==> src/rtl/sparse_row_dot_pkg.sv <==
// Shared helpers for the sparse row dot-product block.
package sparse_row_dot_pkg;

    // Accumulator width that holds n full-scale products of dw-bit signed operands.
    function automatic int acc_width(input int dw, input int n);
        return 2 * dw + $clog2(n);
    endfunction

endpackage

==> src/rtl/sparse_vec_regfile.sv <==
// Dense vector store. Holds N signed elements plus a per-element written
// mask. Writes are taken only while the mask is incomplete; once all N are
// written the store is locked until clear. Assumes rd_addr < N.
module sparse_vec_regfile #(
    parameter int DATA_W = 16,
    parameter int N      = 16,
    localparam int IDX_W = $clog2(N)
) (
    input  logic                     clk,
    input  logic                     rst_n,
    input  logic                     clear,
    input  logic                     wr_en,
    input  logic [IDX_W-1:0]         wr_addr,
    input  logic signed [DATA_W-1:0] wr_data,
    input  logic [IDX_W-1:0]         rd_addr,
    output logic signed [DATA_W-1:0] rd_data,
    output logic                     full
);

    logic signed [DATA_W-1:0] mem [N];
    logic                     mask [N];

    for (genvar g = 0; g < N; g++) begin : g_elem
        // Store one element and its written flag; locked once all are written.
        always_ff @(posedge clk) begin
            if (!rst_n) begin
                mem[g]  <= '0;
                mask[g] <= 1'b0;
            end else if (clear) begin
                mask[g] <= 1'b0;
            end else if (wr_en && !full && wr_addr == IDX_W'(g)) begin
                mem[g]  <= wr_data;
                mask[g] <= 1'b1;
            end
        end
    end

    // Vector is complete when every element has been written.
    always_comb begin
        full = 1'b1;
        for (int i = 0; i < N; i++) full = full & mask[i];
    end

    // Asynchronous read of the selected element.
    assign rd_data = mem[rd_addr];

endmodule

==> src/rtl/sparse_mac_accum.sv <==
// Signed multiply-accumulate for one row. sum_out is the running sum plus
// the current product; the stored sum clears after a closing record.
module sparse_mac_accum #(
    parameter int DATA_W = 16,
    parameter int ACC_W  = 36,
    localparam int PROD_W = 2 * DATA_W
) (
    input  logic                     clk,
    input  logic                     rst_n,
    input  logic                     clear,
    input  logic                     step,
    input  logic                     last,
    input  logic signed [DATA_W-1:0] a,
    input  logic signed [DATA_W-1:0] b,
    output logic signed [ACC_W-1:0]  sum_out
);

    logic signed [PROD_W-1:0] prod;
    logic signed [ACC_W-1:0]  acc_q;

    // Product sign-extended into the accumulator width and added.
    always_comb begin
        prod    = a * b;
        sum_out = acc_q + {{(ACC_W-PROD_W){prod[PROD_W-1]}}, prod};
    end

    // Running sum: cleared on start or row end, else advanced on each record.
    always_ff @(posedge clk) begin
        if (!rst_n || clear)  acc_q <= '0;
        else if (step && last) acc_q <= '0;
        else if (step)        acc_q <= sum_out;
    end

endmodule

==> src/rtl/sparse_result_stage.sv <==
// Output register with valid/ready and the row counter. A new result may
// be loaded only when can_load is high; the caller guarantees this.
module sparse_result_stage #(
    parameter int ACC_W = 36,
    parameter int ROW_W = 8
) (
    input  logic                    clk,
    input  logic                    rst_n,
    input  logic                    clear,
    input  logic                    load,
    input  logic signed [ACC_W-1:0] sum_in,
    input  logic                    out_ready,
    output logic                    can_load,
    output logic                    out_valid,
    output logic signed [ACC_W-1:0] out_sum,
    output logic [ROW_W-1:0]        out_row
);

    logic [ROW_W-1:0] row_q;

    // Slot is free when empty or being drained this cycle.
    assign can_load = !out_valid || out_ready;

    // Result register: capture on load, drop when consumed or cleared.
    always_ff @(posedge clk) begin
        if (!rst_n || clear) begin
            out_valid <= 1'b0;
            out_sum   <= '0;
            out_row   <= '0;
        end else if (load) begin
            out_valid <= 1'b1;
            out_sum   <= sum_in;
            out_row   <= row_q;
        end else if (out_ready) begin
            out_valid <= 1'b0;
        end
    end

    // Row counter: next row number to report.
    always_ff @(posedge clk) begin
        if (!rst_n || clear) row_q <= '0;
        else if (load)       row_q <= row_q + 1'b1;
    end

endmodule

==> src/rtl/sparse_row_dot.sv <==
// Sparse matrix times dense vector. Vector is loaded first; matrix records
// {value, column, chain} then stream in row order, one per cycle. A record
// with chain = 0 closes its row and its result is registered on the same
// edge. Assumes columns are below N and rows are contiguous in the stream.
module sparse_row_dot
    import sparse_row_dot_pkg::*;
#(
    parameter int DATA_W = 16,
    parameter int N      = 16,
    parameter int ROW_W  = 8,
    localparam int IDX_W = $clog2(N),
    localparam int ACC_W = acc_width(DATA_W, N)
) (
    input  logic                     clk,
    input  logic                     rst_n,
    input  logic                     start,
    input  logic                     vec_we,
    input  logic [IDX_W-1:0]         vec_waddr,
    input  logic signed [DATA_W-1:0] vec_wdata,
    input  logic                     ent_valid,
    output logic                     ent_ready,
    input  logic signed [DATA_W-1:0] ent_value,
    input  logic [IDX_W-1:0]         ent_col,
    input  logic                     ent_chain,
    output logic                     res_valid,
    input  logic                     res_ready,
    output logic signed [ACC_W-1:0]  res_sum,
    output logic [ROW_W-1:0]         res_row
);

    logic                     vec_full;
    logic signed [DATA_W-1:0] x_elem;
    logic signed [ACC_W-1:0]  row_sum;
    logic                     slot_free;
    logic                     accept;
    logic                     emit;

    // Handshake: streaming only with a full vector; closing records need a free slot.
    always_comb begin
        ent_ready = vec_full && !start && (ent_chain || slot_free);
        accept    = ent_valid && ent_ready;
        emit      = accept && !ent_chain;
    end

    sparse_vec_regfile #(.DATA_W(DATA_W), .N(N)) u_vec (
        .clk     (clk),
        .rst_n   (rst_n),
        .clear   (start),
        .wr_en   (vec_we),
        .wr_addr (vec_waddr),
        .wr_data (vec_wdata),
        .rd_addr (ent_col),
        .rd_data (x_elem),
        .full    (vec_full)
    );

    sparse_mac_accum #(.DATA_W(DATA_W), .ACC_W(ACC_W)) u_mac (
        .clk     (clk),
        .rst_n   (rst_n),
        .clear   (start),
        .step    (accept),
        .last    (!ent_chain),
        .a       (ent_value),
        .b       (x_elem),
        .sum_out (row_sum)
    );

    sparse_result_stage #(.ACC_W(ACC_W), .ROW_W(ROW_W)) u_res (
        .clk       (clk),
        .rst_n     (rst_n),
        .clear     (start),
        .load      (emit),
        .sum_in    (row_sum),
        .out_ready (res_ready),
        .can_load  (slot_free),
        .out_valid (res_valid),
        .out_sum   (res_sum),
        .out_row   (res_row)
    );

endmodule

==> config.mk <==
export PLATFORM = sky130hd
export DESIGN_NAME = sparse_row_dot
export DESIGN_NICKNAME = d
export VERILOG_FILES = /design/src/rtl/sparse_row_dot_pkg.sv /design/src/rtl/sparse_vec_regfile.sv /design/src/rtl/sparse_mac_accum.sv /design/src/rtl/sparse_result_stage.sv /design/src/rtl/sparse_row_dot.sv
export SDC_FILE = /design/constraint.sdc
export NUM_CORES = 1
export LEC_CHECK = 0
export BUFFER_PORTS_ARGS = -buffer_cell sky130_fd_sc_hd__buf_2
export CELL_PAD_IN_SITES_DETAIL_PLACEMENT = 0
export CELL_PAD_IN_SITES_GLOBAL_PLACEMENT = 1
export CORE_MARGIN = 2
export CORE_UTILIZATION = 47
export DETAILED_ROUTE_END_ITERATION = 6
export PLACE_DENSITY_LB_ADDON = 0.2
export REMOVE_ABC_BUFFERS = 1
export SYNTH_ARGS = -nofsm -noshare
export SYNTH_HDL_FRONTEND = slang
export SYNTH_SLANG_ARGS = --single-unit
==> constraint.sdc <==
create_clock -name clk -period 9.9 [get_ports clk]
set_clock_uncertainty 0.1 [all_clocks]
set_input_delay 0.495 -clock clk [delete_from_list [all_inputs] [get_ports clk]]
set_output_delay 0.495 -clock clk [all_outputs]
set_load 0.03 [all_outputs]
==> results of run 1 <==
==> layer usage <==
| layer | routed length, um | part of all wire, % | vias to the layer above |
|---|---|---|---|
| met2 | 33400 | 50 | 394 |
| met1 | 28300 | 43 | 9010 |
| met4 | 1840 | 2.8 | 0 |
| met3 | 2950 | 4.4 | 112 |
| li1 | - | - | 8204 |
| met5 | 0 | 0 | - |
==> timing repair <==
item                                   in CTS  in global routing
resized for setup                           0                  2
setup endpoints to repair                   0                  3
endpoints found under the hold margin       0                  0
==> worst reg2reg max path, delay by kind of cell (launching register included) <==
kind,cells,cell delay [ns]
AND/OR/NAND/NOR,2,0.38
buffers and inverters,5,0.53
flip-flops,1,0.40
multiplexers,3,1.38
XOR/XNOR,2,0.41
adder cells (fa/ha/maj),8,3.66
AO/OA/AOI/OAI,13,2.40
==> cells in the mapped netlist (all sizes together), types with 9 or more instances <==
library cell | n | area share (%)
inv | 305 | 4.3
a211oi | 13 | 0.40
mux4 | 79 | 6.6
clkbuf | 103 | 1.4
nand2 | 256 | 3.6
nand2b | 14 | 0.33
ha | 119 | 5.5
and2 | 395 | 9.2
xnor2 | 51 | 1.7
dfxtp | 90 | 6.7
buf | 17 | 0.29
nor2 | 91 | 1.3
edfxtp | 271 | 30
nand3 | 17 | 0.32
nor2b | 9 | 0.21
nand4 | 10 | 0.23
a21o | 40 | 1.1
xor2 | 18 | 0.59
or2 | 9 | 0.21
fa | 263 | 20
nor3 | 13 | 0.24
a21oi | 109 | 2.0
o21ai | 61 | 1.1
==> flip-flops by register name, indices dropped and copies added (netlist names) <==
register,cells
u_res.out_valid,1
u_res.out_sum,36
u_res.out_row,8
u_res.row_q,8
u_mac.acc_q,36
u_vec.mask,16
u_vec.mem,256
==> final cells by class <==
type	count	area [sq um]	share of cell area, %
Sequential cell	361	9940	33.4
Timing Repair Buffer	163	1050	3.52
Multi-Input combinational cell	1651	15400	51.7
Clock inverter	20	149	0.501
Inverter	305	1140	3.85
Clock buffer	55	1150	3.87
Tap cell	756	946	3.18
==> path summary, 6_finish.rpt <==
check                                                    start                              to  slack [ns]  cells past startpoint
worst max-delay path            u_vec.mem[15][2]$_SDFFCE_PN0P_  u_res.out_sum[35]$_SDFFE_PP0P_        0.60                     33
worst min-delay path                                 res_ready    u_res.out_valid$_SDFFE_PP0P_        0.13                      3
worst max register to register  u_vec.mem[15][2]$_SDFFCE_PN0P_  u_res.out_sum[35]$_SDFFE_PP0P_        0.60                     33
worst min register to register   u_res.out_sum[9]$_SDFFE_PP0P_   u_res.out_sum[9]$_SDFFE_PP0P_        0.35                      2
==> cell families (layout without fill, tap and decap cells) <==
logic type	after synthesis	after routing	share of synthesized area, %
compound gates	276	276	6.42
xor+xnor	70	70	2.33
fa+ha+maj	382	382	25.1
buf+inv	425	543	5.99
flops	361	361	37.0
mux	83	83	6.78
simple gates	840	840	16.3
==> stage by stage <==
step | instances | hold slack [ns] | TNS, ns | setup WS, ns | utilization [%]
after floorplan | 2317 | 0.326 | 0 | 1.07 | -
after detailed placement | 3236 | 0.343 | -0.0268 | -0.0254 | 50.3
after CTS | 3311 | 0.0997 | 0 | 0.506 | 52.6
after global placement | 3236 | 0.338 | 0 | 0.0471 | 50.3
after global routing | 3311 | 0.134 | 0 | 0.0482 | 52.6
final | 3311 | 0.133 | 0 | 0.600 | 52.6
==> metrics.txt, run 1 <==
Die Wd=243 um; routability congestion estimate=0.868; PortBufs=92; Area after DPL=about 0.028 sq mm; critical-path maximum fanout=16; Post-DP HPWL=48700 um; cell area after synthesis=0.0269 sq mm; core area=0.0565 sq mm; Wirelength per Cell=20.1 um; Final setup viols=0; P&R area growth vs syn=10.7%; die area=between 0.05 and 0.06 sq mm; syn_area_per_cell=11.0 sq um; DR DRC count=0; Max-slew headroom=34.2%; antenna violations before repair=0; Seq/Total Area, Yosys=37.0%; post-synthesis cell type count=65; vias in the first global route=19040; ant diodes=0; ys flop type=edfxtp_1; layout cell share with drive strength beyond 1=~13%; asr flop ratio synth=0%; commonest non-fill, non-tap cell in the layout=and2_1; Worst EP arrival=9.69 ns; Post-Route WL=66500 um; CTS Buf Count=just over 40; first-pass GRT wire length=108000 um; Post-CTS Hold Fix Bufs=0; Buf+Inv Stages, Crit Path=5; status=finished, final reports clean; Slowest-stage cell, CP=mux4_2; final net count=2952; Final Hold Violating Endpoints=0; critical path type=reg -> reg; pin count of the biggest net entering global routing=54; RSZ-0062 raised after global routing=false; GR met1 Demand/Resource=a little under a third; worst skew pair latency=0.57 ns; post-synthesis cell count=about 2400; Vias/cell=5.35; drt initial violations=1052; busiest grt layer=met2; die height=243 um; clk root buf=clkbuf_16; Ys Warns=0; CTS tree=done; Overall Global Routing Usage=a little under a quarter; io pins=93; DR vias=~18000; post-route ant nets=0; synthesis-stage register bit count=361; starting density of the core=47.5%; crit share post-route=93.9%; CP startpoint kind=flip-flop; Critical Path Most Common Cell=fa_1; met3 Track Usage GR=under 10%; H-tree levels=2; Worst Hold Class=in -> reg; Fmax=approximately 110 MHz; Crit. End Element=flip-flop; met2 usage=40.1%; Max Cap Viol=0; most frequent cells in the layout=and2_1, inv_1, edfxtp_1; floorplan row count=between 80 and 90; clk buf depth=3; Pre-Repair DR Iteration Count=7; post-layout min period=around 9.3 ns; clk sinks=361; clk slew on worst S/H paths=0.06 ns; Post-synth EDFFs=271; CP required=10.29 ns; Post CTS Setup Buffer Count=0; Slew Viols, Final=0; Layout fillers=5012; Slew @ Worst Pin=0.985 ns; CP max stage delay=roughly 0.70 ns; GR Overflow Total=0; crit-path leading delay family=adder cells; post-route cell area=0.0297 sq mm
Power of run 1 is left out: the tool's default activity adds up to more than one toggle a clock period on the data nets, which glitch-free logic cannot reach.
==> run 2, diff against run 1 <==
--- a/config.mk
+++ b/config.mk
@@ -8,11 +8,14 @@
 export BUFFER_PORTS_ARGS = -buffer_cell sky130_fd_sc_hd__buf_2
 export CELL_PAD_IN_SITES_DETAIL_PLACEMENT = 0
 export CELL_PAD_IN_SITES_GLOBAL_PLACEMENT = 1
+export CORE_ASPECT_RATIO = 1.2
 export CORE_MARGIN = 2
 export CORE_UTILIZATION = 47
 export DETAILED_ROUTE_END_ITERATION = 6
+export GPL_TIMING_DRIVEN = 0
 export PLACE_DENSITY_LB_ADDON = 0.2
 export REMOVE_ABC_BUFFERS = 1
 export SYNTH_ARGS = -nofsm -noshare
 export SYNTH_HDL_FRONTEND = slang
+export SYNTH_HIERARCHICAL = 1
 export SYNTH_SLANG_ARGS = --single-unit
==> run 2 against run 1 <==
- global-route usage up 0.48 points
- register-to-register slack worse by 0.19 ns
- critical path depth up 2
- synthesized cell count up 3.1%
==> metrics.txt, run 2 <==
commonest cells in the netlist=nor2_1, inv_1, edfxtp_1; Crit. End Element=flip-flop; Seq/Total Area, Yosys=36.7% (-0.34 points); clk slew on worst S/H paths=0.06 ns (about the same); layout cell share with drive strength beyond 1=14.1% (+1.3 points); Yosys top cell area share=30.0% (-0.28 points); drt initial violations=1026 (-2.5%); ant diodes=0 (unchanged); Fmax=105 MHz (-2.0%); most common cell in the netlist=nor2_1; CP startpoint kind=flip-flop; final net count=3021 (+2.3%); routability congestion estimate=0.852 (-1.8%); Slew Viols, Final=0 (unchanged); floorplan row count=96 (+10%); hold slack final=0.209 ns (+0.0768 ns); post-synthesis cell count=2512 (+3.1%); Largest regs=u_vec/mem x256, u_mac/acc_q x36, u_res/out_sum x36; post-route ant nets=0 (unchanged); largest family of logic cells by synthesized area=adder cells; Post-DP HPWL=50100 um (+2.8%); critical path type=reg -> reg; Vias/cell=5.53 (+3.4%); worst skew pair latency=0.54 ns (-0.03 ns); post-layout min period=9.49 ns (+0.194 ns); mux contribution to synthesized area=7.97% (+1.2 points); Post-CTS Hold Fix Bufs=0 (unchanged); DR DRC count=0 (unchanged); DR vias=18565 (+4.8%); Worst Hold Class=in -> reg; first-pass GRT wire length=110000 um (+2.4%); CTS tree=done; io pins=93 (unchanged); starting density of the core=47.5% (about the same); CP max stage delay=0.51 ns (-0.19 ns); Final Hold Violating Endpoints=0 (unchanged); GR Overflow Total=0 (unchanged); Layout fillers=5045 (+0.66%); Top reg by flops=u_vec/mem; Max-slew headroom=16.5% (-18 points); cell taking the most area after synthesis=edfxtp_1; Ys Warns=6 (+6); clk root buf=clkbuf_16; max reg flops=256 (unchanged); Max Cap Viol=0 (unchanged); Die Wd=223 um (-8.2%); crit share post-route=95.9% (+2.0 points); Slew @ Worst Pin=1.25 ns (+0.267 ns); RSZ-0062 raised after global routing=false; CP required=10.20 ns (-0.09 ns); status=finished, final reports clean; clk buf depth=3 (unchanged); commonest non-fill, non-tap cell in the layout=nor2_1; Post-synth EDFFs=271 (unchanged); Synth Area in Compound Gates=6.35% (-0.073 points); setup tns final=0 ns (unchanged); Worst EP arrival=9.79 ns (+0.10 ns); Post-Route WL=69500 um (+4.6%); antenna violations before repair=0 (unchanged); adder-cell share of the synthesized area=24.9% (-0.23 points); xor and xnor area share after synthesis=2.20% (-0.14 points); Pre-Repair DR Iteration Count=5 (-2); CTS Buf Count=36 (-12%); core area=0.0571 sq mm (+0.99%); ys flop type=edfxtp_1; die height=267 um (+9.9%); post-synthesis cell type count=80 (+23%); Final setup viols=0 (unchanged); vias in the first global route=19901 (+4.5%); clk sinks=361 (unchanged); asr flop ratio synth=0% (unchanged); pin count of the biggest net entering global routing=58 (+7.4%); die area=0.0596 sq mm (+0.93%); Post-Synth Simple-Gate Area=15.4% (-0.97 points); Wirelength per Cell=20.7 um (+3.2%); critical-path maximum fanout=9 (-7); Overall Global Routing Usage=23.9% (+0.48 points); synthesis-stage register bit count=361 (unchanged); cell area after synthesis=0.0271 sq mm (+0.93%); H-tree levels=2 (unchanged); PortBufs=92 (unchanged); P&R area growth vs syn=12.2%; worst reg-to-reg setup slack=0.41 ns (-0.19 ns); most frequent cells in the layout=nor2_1, inv_1, edfxtp_1; Critical Path Most Common Cell=fa_1; Slowest-stage cell, CP=fa_1; top cells by area, synth=edfxtp_1, fa_1, dfxtp_1; syn_area_per_cell=10.8 sq um (-2.1%)
-- run 2: changes by cell type after synthesis, sizes merged, moves of 33 or more --
cell and delta:
and2 -242, a21oi -48, buf +37, mux2i +69, a22oi +33, clkbuf -38
nor2 +241
-- run 2: critical path: cells and delay by family, from the launching register on --
kind	cells	cell delay, ns
multiplexers	2	0.63
AO/OA/AOI/OAI	13	2.88
AND/OR/NAND/NOR	7	1.35
flip-flops	1	0.37
XOR/XNOR	1	0.15
buffers and inverters	4	0.19
adder cells (fa/ha/maj)	8	3.66
-- run 2: cell type report --
cell class	count	area, sq um	area share, %
clock inverters	20	302	0.991
multi-input cells	1718	15700	51.6
clock buffers	46	960	3.16
well taps	735	920	3.02
repair buffers	161	1430	4.71
inverters	314	1180	3.89
flip-flops and latches	361	9940	32.7
-- run 2: kinds of logic (layout without fill, tap and decap cells) --
logic type / Yosys count / count (layout)
XOR/XNOR: 68 / 68
adder cells (fa/ha/maj): 382 / 382
buffers and inverters: 433 / 541
AO/OA/AOI/OAI: 252 / 252
flip-flops: 361 / 361
AND/OR/NAND/NOR: 880 / 880
multiplexers: 136 / 136
-- run 2: stage by stage --
| step | instance area (sq um) | worst slack (ns) | utilization (%) | instances |
|---|---|---|---|---|
| 4_1_cts | 30000 | 0.0293 | 52.5 | 3319 |
| 3_3_place_gp | 27900 | -2.59 | 48.9 | 3220 |
| 5_1_grt | 30400 | 0.0109 | 53.3 | 3355 |
| 6_report | 30400 | 0.407 | 53.3 | 3355 |
| 2_1_floorplan | 26500 | 0.872 | - | 2393 |
| 3_5_place_dp | 28600 | -1.29 | 50.1 | 3250 |
-- run 2: worst paths after layout --
kind	endpoint	cells past startpoint	start
hold reg to reg	u_mac/acc_q[25]$_SDFFE_PP0P_	2	u_mac/acc_q[25]$_SDFFE_PP0P_
setup / recovery	u_res/out_sum[35]$_SDFFE_PP0P_	35	u_vec/mem[3][6]$_SDFFCE_PN0P_
hold / removal	u_res/out_valid$_SDFFE_PP0P_	3	res_ready
setup reg to reg	u_res/out_sum[35]$_SDFFE_PP0P_	35	u_vec/mem[3][6]$_SDFFCE_PN0P_
-- run 2: routing by layer --
layer,GRT usage [%],vias up,wire length (um)
met5,0,-,0
met4,7.39,0,1830
met3,2.46,103,3400
met2,43.4,529,35800
met1,30.1,9427,28400
li1,-,8506,-
-- run 2: what timing repair did --
| item | CTS | global route |
|---|---|---|
| pin swaps | 0 | 13 |
| setup endpoints to repair | 19 | 12 |
| resized for setup | 32 | 20 |
| setup buffers | 2 | 33 |
| gates cloned | 1 | 3 |
Power of run 2 is left out for the same reason.
==> run 3, diff against run 2 <==
--- a/config.mk
+++ b/config.mk
@@ -5,12 +5,13 @@
 export SDC_FILE = /design/constraint.sdc
 export NUM_CORES = 1
 export LEC_CHECK = 0
+export ABC_AREA = 1
 export BUFFER_PORTS_ARGS = -buffer_cell sky130_fd_sc_hd__buf_2
 export CELL_PAD_IN_SITES_DETAIL_PLACEMENT = 0
 export CELL_PAD_IN_SITES_GLOBAL_PLACEMENT = 1
 export CORE_ASPECT_RATIO = 1.2
 export CORE_MARGIN = 2
-export CORE_UTILIZATION = 47
+export CORE_UTILIZATION = 44
 export DETAILED_ROUTE_END_ITERATION = 6
 export GPL_TIMING_DRIVEN = 0
 export PLACE_DENSITY_LB_ADDON = 0.2
==> run 3 against run 2 <==
- first-iteration DRC count up 20%
- sequential cell count unchanged
- register-to-register slack improved by 0.57 ns
- area after synthesis rose by 7.8%
- synthesized cell count rose by 40%
- critical endpoint is now u_res/out_sum[34]$_SDFFE_PP0P_
==> metrics.txt, run 3 <==
Slew Viols, Final=0 (unchanged); PortBufs=92 (unchanged); die area=0.0685 sq mm (+15%); Post-synth EDFFs=271 (unchanged); Slew @ Worst Pin=1.25 ns (-0.00554 ns); worst reg-to-reg setup slack=0.98 ns (+0.57 ns); Slowest-stage cell, CP=nand2_1; floorplan row count=103 (+7.3%); Post-CTS Hold Fix Bufs=0 (unchanged); worst skew pair latency=0.58 ns (+0.04 ns); multi-input logic area=0.0157 sq mm (+0.42%); H-tree levels=2 (unchanged); commonest non-fill, non-tap cell in the layout=inv_1; Post-DP HPWL=57600 um (+15%); status=finished, final reports clean; cell area after synthesis=0.0292 sq mm (+7.8%); Max Cap Viol=0 (unchanged); die height=286 um (+7.2%); hold slack final=0.164 ns (-0.0458 ns); DR DRC count=0 (unchanged); Top reg by flops=u_vec/mem; synthesis-stage register bit count=361 (unchanged); Worst EP arrival=9.60 ns (-0.19 ns); Post-Route WL=78000 um (+12%); Area after DPL=0.0300 sq mm (+5.0%); Wirelength per Cell=17.9 um (-13%); Vias/cell=5.09 (-8.1%); final net count=3905 (+29%); routability congestion estimate=0.881 (+3.4%); first-pass GRT wire length=123000 um (+12%); clk sinks=361 (unchanged); post-route ant nets=0 (unchanged); Worst Hold Class=in -> reg; Seq/Total Area, Yosys=34.0% (-2.6 points); starting density of the core=44.5% (-3.1 points); DR vias=22122 (+19%); vias in the first global route=22605 (+14%); crit-path leading delay family=adder cells; post-synthesis cell type count=53 (-34%); Final setup viols=0 (unchanged); critical path type=in -> reg; drt initial violations=1231 (+20%); layout cell share with drive strength beyond 1=8.81% (-5.3 points); post-route cell area=0.0314 sq mm (+3.2%); post-layout min period=9.20 ns (-0.292 ns); CTS tree=done; antenna violations before repair=2 (+2); GR Overflow Total=0 (unchanged); critical-path maximum fanout=34 (+25); post-synthesis cell count=3505 (+40%); most frequent cells in the layout=inv_1, nand2_1, nor2_1; asr flop ratio synth=0% (unchanged); Die Wd=239 um (+7.2%); Ys Warns=6 (unchanged); Final Hold Violating Endpoints=0 (unchanged); clk slew on worst S/H paths=0.06 ns (about the same); CP max stage delay=0.68 ns (+0.17 ns); max reg flops=256 (unchanged); Max-slew headroom=16.6% (+0.062 points); Fmax=109 MHz (+3.2%); cell taking the most area after synthesis=edfxtp_1; Yosys top cell area share=27.9% (-2.2 points); Overall Global Routing Usage=23.3% (-0.62 points); top cells by area, synth=edfxtp_1, fa_1, inv_1; CP required=10.29 ns (+0.09 ns); clk buf depth=3 (unchanged); clk root buf=clkbuf_16; Crit. End Element=flip-flop; ys flop type=edfxtp_1; syn_area_per_cell=8.34 sq um (-23%); Critical Path Most Common Cell=nand2_1; io pins=93 (unchanged); crit share post-route=92.9% (-3.0 points); Layout fillers=6441 (+28%); most common cell in the netlist=inv_1; CP startpoint kind=input port; P&R area growth vs syn=7.46%; commonest cells in the netlist=inv_1, nand2_1, nor2_1; Largest regs=u_vec/mem x256, u_mac/acc_q x36, u_res/out_sum x36; RSZ-0062 raised after global routing=false; CTS Buf Count=40 (+11%); pin count of the biggest net entering global routing=137 (+140%); core area=0.0657 sq mm (+15%); Pre-Repair DR Iteration Count=5 (unchanged); Reg area=0.00994 sq mm (unchanged); Buf+Inv Stages, Crit Path=7 (+3)
## run 3: cell count changes in the layout (fill, tap and decap cells not counted), sizes merged, moves of 68 or more
cell,previous run,this run
nand3,19,176
mux2i,72,0
nor2,332,455
a21oi,61,182
and2,153,2
o21ai,61,129
inv,317,721
nand2,245,715
## run 3: layout make-up
cell class,instances,area share [%]
timing repair buffer,103,2.04
inverter,722,8.67
clock buffer,54,3.45
sequential,361,31.7
multi-input combinational,2247,50.1
tap,840,3.35
clock inverter,19,0.654
antenna,1,0.00797
timing repair inverter,1,0.0239
## run 3: worst paths after layout
kind                                               startpoint                              to  cells past startpoint
worst max-delay path                               ent_col[2]  u_res/out_sum[34]$_SDFFE_PP0P_                     36
worst min-delay path                                ent_chain  u_res/out_sum[24]$_SDFFE_PP0P_                      4
worst max register to register  u_vec/mem[5][1]$_SDFFCE_PN0P_  u_res/out_sum[34]$_SDFFE_PP0P_                     38
worst min register to register  u_res/out_row[5]$_SDFFE_PP0P_   u_res/out_row[5]$_SDFFE_PP0P_                      2
## run 3: per-stage QoR
stage	worst slack (ns)	util, %	setup TNS [ns]	std cells
finish	0.699	47.8	0	4348
global route	0.0421	47.8	0	4348
CTS	0.138	47.7	0	4343
detailed placement	-0.938	45.6	-11.53	4266
global placement	-2.86	45.5	-98.28	4262
floorplan	1.91	-	0	3330
## run 3: cell families (layout without fill, tap and decap cells)
kind of cell	count (synthesis)	count (layout)	share of synthesized area, %
XOR/XNOR	49	49	1.47
adder cells (fa/ha/maj)	382	382	23.1
AO/OA/AOI/OAI	412	412	8.00
flip-flops	361	361	34.0
other	0	1	0
AND/OR/NAND/NOR	1404	1404	21.2
buffers and inverters	897	899	12.2
## run 3: repair_timing
item,in CTS,in global routing
buffers inserted,3,3
setup endpoints to repair,4,16
gates cloned,1,1
resized for setup,3,8
hold endpoints to repair,0,0
## run 3: layer usage
layer	wire length (um)	global-route usage, %	part of all wire, %
met4	2940	8.56	3.8
met1	31100	27.4	40
met3	2880	2.28	3.7
met2	41100	43.6	53
met5	0	0	0
## run 3: worst min-delay path, cell delays in order
cell and delay (ns):
buf_2 0.12, nor2_4 0.07, nand2_1 0.06, a21oi_1 0.05
Power of run 3 is left out for the same reason.
